[src/rtl/flash_pin_if.sv]
module flash_pin_if #(
  parameter int ADDR_W = 19,
  parameter int DATA_W = 16
) (
  input  logic              clk,
  input  logic              rst_n,
  input  logic              pin_ce_n,
  input  logic              pin_oe_n,
  input  logic              pin_we_n,
  input  logic              pin_word_mode,
  input  logic              pin_reset_n,
  input  logic [ADDR_W-1:0] pin_addr,
  input  logic [DATA_W-1:0] dq_in,
  output logic [DATA_W-1:0] dq_out,
  output logic [DATA_W-1:0] dq_oe,
  output logic              rd_en,
  output logic [ADDR_W-1:0] rd_addr,
  input  logic [DATA_W-1:0] rd_data,
  output logic              wr_valid,
  output logic [ADDR_W-1:0] wr_addr,
  output logic              wr_lsb,
  output logic              wr_byte,
  output logic [DATA_W-1:0] wr_data,
  output logic              halt
);
  localparam int HALF = DATA_W / 2;
  localparam int SEL_PIN = DATA_W - 1;
  localparam logic [DATA_W-1:0] LOW_MASK = {{(DATA_W-HALF){1'b0}}, {HALF{1'b1}}};

  // control bits: {reset, word, oe, we, ce}
  logic [4:0]        ctl_q1, ctl_q2;
  logic [ADDR_W-1:0] a_q1, a_q2;
  logic [DATA_W-1:0] d_q1, d_q2;

  logic ce_s, we_s, oe_s, word_s, rst_s;
  assign ce_s   = ctl_q2[0];
  assign we_s   = ctl_q2[1];
  assign oe_s   = ctl_q2[2];
  assign word_s = ctl_q2[3];
  assign rst_s  = ctl_q2[4];

  logic wr_low, wr_low_d, in_wr;
  logic [ADDR_W-1:0] cap_addr;
  logic cap_lsb, cap_byte;

  assign wr_low = ~ce_s & ~we_s;

  logic write_open, write_close, rd_active, sel_hi;
  assign write_open  = wr_low & ~wr_low_d & oe_s & rst_s & ~in_wr;
  assign write_close = in_wr & ~wr_low;
  assign rd_active   = ~ce_s & ~oe_s & we_s & rst_s;
  assign sel_hi      = d_q2[SEL_PIN];

  assign rd_en   = rd_active;
  assign rd_addr = a_q2;
  assign halt    = ~rst_s;

  always_ff @(posedge clk or negedge rst_n) begin
    if (!rst_n) begin
      ctl_q1 <= 5'b11111;
      ctl_q2 <= 5'b11111;
      a_q1   <= '0;
      a_q2   <= '0;
      d_q1   <= '0;
      d_q2   <= '0;
    end else begin
      ctl_q1 <= {pin_reset_n, pin_word_mode, pin_oe_n, pin_we_n, pin_ce_n};
      ctl_q2 <= ctl_q1;
      a_q1   <= pin_addr;
      a_q2   <= a_q1;
      d_q1   <= dq_in;
      d_q2   <= d_q1;
    end
  end

  always_ff @(posedge clk or negedge rst_n) begin
    if (!rst_n) begin
      wr_low_d <= 1'b0;
      in_wr    <= 1'b0;
      cap_addr <= '0;
      cap_lsb  <= 1'b0;
      cap_byte <= 1'b0;
      wr_valid <= 1'b0;
      wr_addr  <= '0;
      wr_lsb   <= 1'b0;
      wr_byte  <= 1'b0;
      wr_data  <= '0;
    end else begin
      wr_low_d <= wr_low;
      wr_valid <= 1'b0;
      if (!rst_s) begin
        in_wr <= 1'b0;
      end else if (write_open) begin
        in_wr    <= 1'b1;
        cap_addr <= a_q2;
        cap_lsb  <= ~word_s & sel_hi;
        cap_byte <= ~word_s;
      end else if (write_close) begin
        in_wr    <= 1'b0;
        wr_valid <= 1'b1;
        wr_addr  <= cap_addr;
        wr_lsb   <= cap_lsb;
        wr_byte  <= cap_byte;
        wr_data  <= cap_byte ? (d_q2 & LOW_MASK) : d_q2;
      end
    end
  end

  always_ff @(posedge clk or negedge rst_n) begin
    if (!rst_n) begin
      dq_oe  <= '0;
      dq_out <= '0;
    end else begin
      if (!rd_active)  dq_oe <= '0;
      else if (word_s) dq_oe <= '1;
      else             dq_oe <= LOW_MASK;
      if (word_s) dq_out <= rd_data;
      else dq_out <= {{(DATA_W-HALF){1'b0}},
                      sel_hi ? rd_data[DATA_W-1:HALF] : rd_data[HALF-1:0]};
    end
  end

  assert_oe_after_read_R2: assert property (@(posedge clk) disable iff (!rst_n)
    (dq_oe != '0) |-> $past(rd_en));

  assert_oe_shape_R7: assert property (@(posedge clk) disable iff (!rst_n)
    (dq_oe == '0) || (dq_oe == LOW_MASK) || (dq_oe == '1));

  assert_single_pulse_R5: assert property (@(posedge clk) disable iff (!rst_n)
    wr_valid |=> !wr_valid);

  assert_open_needs_oe_high_R6: assert property (@(posedge clk) disable iff (!rst_n)
    $rose(in_wr) |-> $past(oe_s));

  assert_byte_upper_zero_R8: assert property (@(posedge clk) disable iff (!rst_n)
    (wr_valid && wr_byte) |-> (wr_data[DATA_W-1:HALF] == '0));

  assert_reset_quiet_R9: assert property (@(posedge clk) disable iff (!rst_n)
    halt |=> (!wr_valid && dq_oe == '0));
endmodule

[config.mk]
export PLATFORM = sky130hd
export DESIGN_NAME = flash_pin_if
export DESIGN_NICKNAME = d
export VERILOG_FILES = /design/src/rtl/flash_pin_if.sv
export SDC_FILE = /design/constraint.sdc
export NUM_CORES = 1
export LEC_CHECK = 0
export BUFFER_PORTS_ARGS = -buffer_cell sky130_fd_sc_hd__buf_4
export CAP_MARGIN = 20
export CORE_AREA = 2 2 125 127
export DETAILED_ROUTE_END_ITERATION = 16
export DIE_AREA = 0 0 127 129
export HOLD_SLACK_MARGIN = 0.15
export PLACE_DENSITY_LB_ADDON = 0.1
export SETUP_SLACK_MARGIN = 0.02
export SKIP_CTS_REPAIR_TIMING = 1
export SLEW_MARGIN = 0
export SYNTH_ARGS = -nofsm -noshare
export SYNTH_HDL_FRONTEND = slang
export SYNTH_SLANG_ARGS = --single-unit
[constraint.sdc]
create_clock -name clk -period 1.7 [get_ports clk]
set_input_delay 0.17 -clock clk [delete_from_list [all_inputs] [get_ports clk]]
set_output_delay 0.17 -clock clk [all_outputs]
set_load 0.01 [all_outputs]
Yosys cells after proc, flatten, opt, wreduce, memory -nomap -nowiden
Cells that the tools add are included.

Register bits after elaboration: 173. Bits of input ports: 58. Word-level logic and storage cells: 51. Output and inout bits: 91.

Equality and inequality tests: 1. Reduce and logical (&&, ||, !) cells: 2. Mux-type cells: 11. Bitwise operators: 19.

Operators by type and width (number): $mux 16 (4); $and 1x1->1 (10); $not 1->1 (9); $mux 8 (1); $mux 1 (6); $ne 3x1->1 const B (1); $reduce_and 3->1 (1); $reduce_and 2->1 (1).

Longest topological paths before layout
Word-level depth: 8. Mapped depth: 5. Mapped depth without buffers: 3.

Least setup slack after synthesis
OpenSTA, ideal clock, no wires.

Kind: register -> register. From: register ctl_q2[2]. To: register cap_addr[0]. Required time: 1575 ps. Path buffers: 1. Clock period less this slack: 1393 ps. Slack: 307 ps. Arrival: 1268 ps. Setup time: 125 ps. Stages on the path, launching flop included: 5. Path through: dfstp_2 -> and2b_1 -> nand4b_4 -> buf_6 -> mux2_4.

Longest elaborated chain between the ends: 4.

Ends and longest elaborated chain: from (decl) (line 31) `logic [4:0] ctl_q1, ctl_q2;`; from (signal assigned) (line 68) `ctl_q2 <= ctl_q1;`; $and 1x1->1 (3 in series) (line 49) `assign write_open = wr_low & ~wr_low_d & oe_s & rst_s & ~in_wr;`; $reduce_and 2->1 (no line); to (signal assigned) (line 95) `cap_addr <= a_q2;`; to (decl) (line 43) `logic [ADDR_W-1:0] cap_addr;`.

Every way passes these cells. A chain may end at the register's enable or synchronous reset.

Worst setup path in the final report
From: register ctl_q2[4]. To: output rd_en.

Longest elaborated chain between the ends: 1.

Ends and longest elaborated chain: $and 1x1->1 (line 51) `assign rd_active = ~ce_s & ~oe_s & we_s & rst_s;`; to (decl) (line 16) `output logic rd_en,`.

Every way passes these cells.

==> flow_summary.ini <==
[yosys]
syn-num-nets = 344
syn_area_um2 = 5126
synth.largest_area_cell = dfrtp_1
seq_area_frac_synth_pct = 77.86
yosys_warnings = 0
yosys_register_bits = 159
synth.avg_cell_area_um2 = 17.92
yosysTopAreaCellShare_pct = 72.74
ys_types = 21
netlist_instances = 286
synthTopCellsByArea = dfrtp_1 (73%), mux2_2 (7.9%), mux2_4 (5.3%)

[detailed_routing]
routedWlPerCell_um = 14.05
drc_errors = 0
dr.pass1.iters = 4
drtAntennaViolNets = 0
avgViaCountPerCell = 4.208
drtIter0Drc = 141
vias = 2937
totalWireLength_um = 9810

[clock_tree]
worstSkewPairLatency_ns = 0.41
cts_tree = done
cts_max_path_buffers = 2
path_clk_slew_ns = 0.06
root_buffer = clkbuf_16
numCtsBuffers = 17
cts.sinks = 159
htreeDepth = 4

[layout]
drive_above_1_share_pct = 50.78
area_growth_pct = 48.45
nets = 555
layout_commonest_cell = buf_4
final_cell_mix = buf_4 (151), dfrtp_1 (149), dlygate4sd3_1 (57)
antennaDiodeCount = 0
final_util_pct = 50.81

[worst_setup_path]
required_ns = 1.53
worstPathCellList = inv_2 > nor4b_4 > buf_4
cpPeakStageDelay_ns = 0.56
end_kind = output port
crit_buf_inv = 2
cpLargestDelayFamily = flip-flops
reg2reg_slack_ns = 0.20
crit_path_max_fanout = 4
crit_type = flip-flop to output port
cp.arrival_ns = 1.44
startpoint_type = flip-flop
slowest_stage = dfstp_2

[floorplan]
row_count = 45
io_pins = 149
fp.dieW_um = 127
initial_utilization_pct = 34.23
dieHeight_um = 129
die_area_um2 = 16380
core-area_um2 = 14980

[power]
powerDensity_nw_per_um2 = 1225
irDropWorstVdd_mv = 0.6873
power_leakage_nw = 3.778

[timing]
maxSlewViolCount = 0
clock_skew_ns = 0.007798
setup_violations = 0
fin_crit_sh_pct = 94.45
hold_violations = 0
slew_headroom_pct = 70.93
fmax_mhz = 622.8
rsz0062_at_grt = yes
fin_tns_setup_ns = 0
worst_slew_pin_slew_ns = 0.4361
fin_crit_ns = 1.606

[job]
cap_violations = 0

[placed_design]
gp_congestion = 0.7174
port_buffers = 148
dp_hpwl_um = 6273

[grt]
overflow = 0
grt_pass1_vias = 2793
antenna_found_initial = 0
grt_pass1_wl_um = 14890
grt_max_degree = 59
grt_usage_pct = 12.15

[status]
status = complete, no violations

[hold_path]
hold_class = primary input to asynchronous set/reset pin
-- synth_stat cells --
master	instances
dfrtp_1	149
buf_2	5
and2b_1	1
nor2_4	1
buf_6	2
o211a_1	1
mux2i_1	2
clkinv_1	1
nor4b_2	1
dfstp_2	10
inv_1	3
o21ai_0	10
o211ai_2	1
nand4b_4	1
clkbuf_1	1
and2_1	9
buf_4	15
mux2_2	36
nand2_1	18
nand2b_1	1
mux2_4	18
-- worst reg2reg max path: cells and delay by family (launching register included) --
kind / cells / cell delay (ns)
DFF: 1 / 0.55
and+or+nand+nor: 2 / 0.33
muxes: 1 / 0.31
buffers and inverters: 1 / 0.19
-- through the flow --
step           setup slack (ns)  total power (W)  hold slack (ns)  std cells  instance area, um^2
5_1_grt                 0.02792         0.009791           0.2568        698                 7610
3_3_place_gp             0.2565         0.005712           0.1006        607                 6456
6_report                0.09430         0.009319           0.2363        698                 7610
2_1_floorplan            0.3065         0.005011          -0.1256        286                 5126
4_1_cts                 -0.1650         0.009370          -0.3412        639                 7015
3_5_place_dp             0.2282         0.005742           0.1032        607                 6456
-- power by group --
group          total (W)  internal, W  switching (W)  leakage, nW
clock network    0.00356      0.00203        0.00153        0.271
logic            0.00131     0.000801       0.000505         1.58
registers        0.00445      0.00424       0.000211         1.92
total            0.00932      0.00707        0.00225         3.78
-- sequential cells by signal, indices dropped and copies added, names as in the netlist, 16 cells and up --
name and flops:
a_q1 19, wr_addr 19, rd_addr 19, wr_data 16, cap_addr 19, d_q1 16
dq_out 16, d_q2 16
-- routing by layer --
metal	vias up	share of wire (%)	global-route usage, %
met2	88	51	18.75
met4	2	1.1	4.848
met5	-	0.061	0
met3	6	4.5	4.407
met1	1486	43	15.76
li1	1355	-	-
-- area by class of cell --
cell class                      instances  area (um^2)
Sequential cell                       159         3991
Inverter                                4        15.01
Multi-Input combinational cell        100        973.4
Clock inverter                         15        133.9
Clock buffer                           17        425.4
Timing Repair Buffer                  215         1836
Tap cell                              188        235.2
Fill cell                            1290         7367
-- worst paths after layout --
path | from | to | depth (start not counted)
setup / recovery | ctl_q2[4] | rd_en | 3
hold / removal | rst_n | dq_out[8] | 2
setup reg to reg | ctl_q2[2] | cap_addr[16] | 4
hold reg to reg | a_q1[7] | rd_addr[7] | 0
max in group asynchronous | rst_n | wr_addr[17] | 3
min in group clk | a_q1[7] | rd_addr[7] | 0
-- cells by family (layout without fill, tap and decap cells) --
group           after synthesis  in the layout  share of synthesized area [%]
flops                       159            159                          77.86
mux                          56             56                          13.57
buf+inv                      27            251                          3.490
compound gates               12             12                          1.416
simple gates                 32             32                          3.661
(Power assumes the default switching activity.)
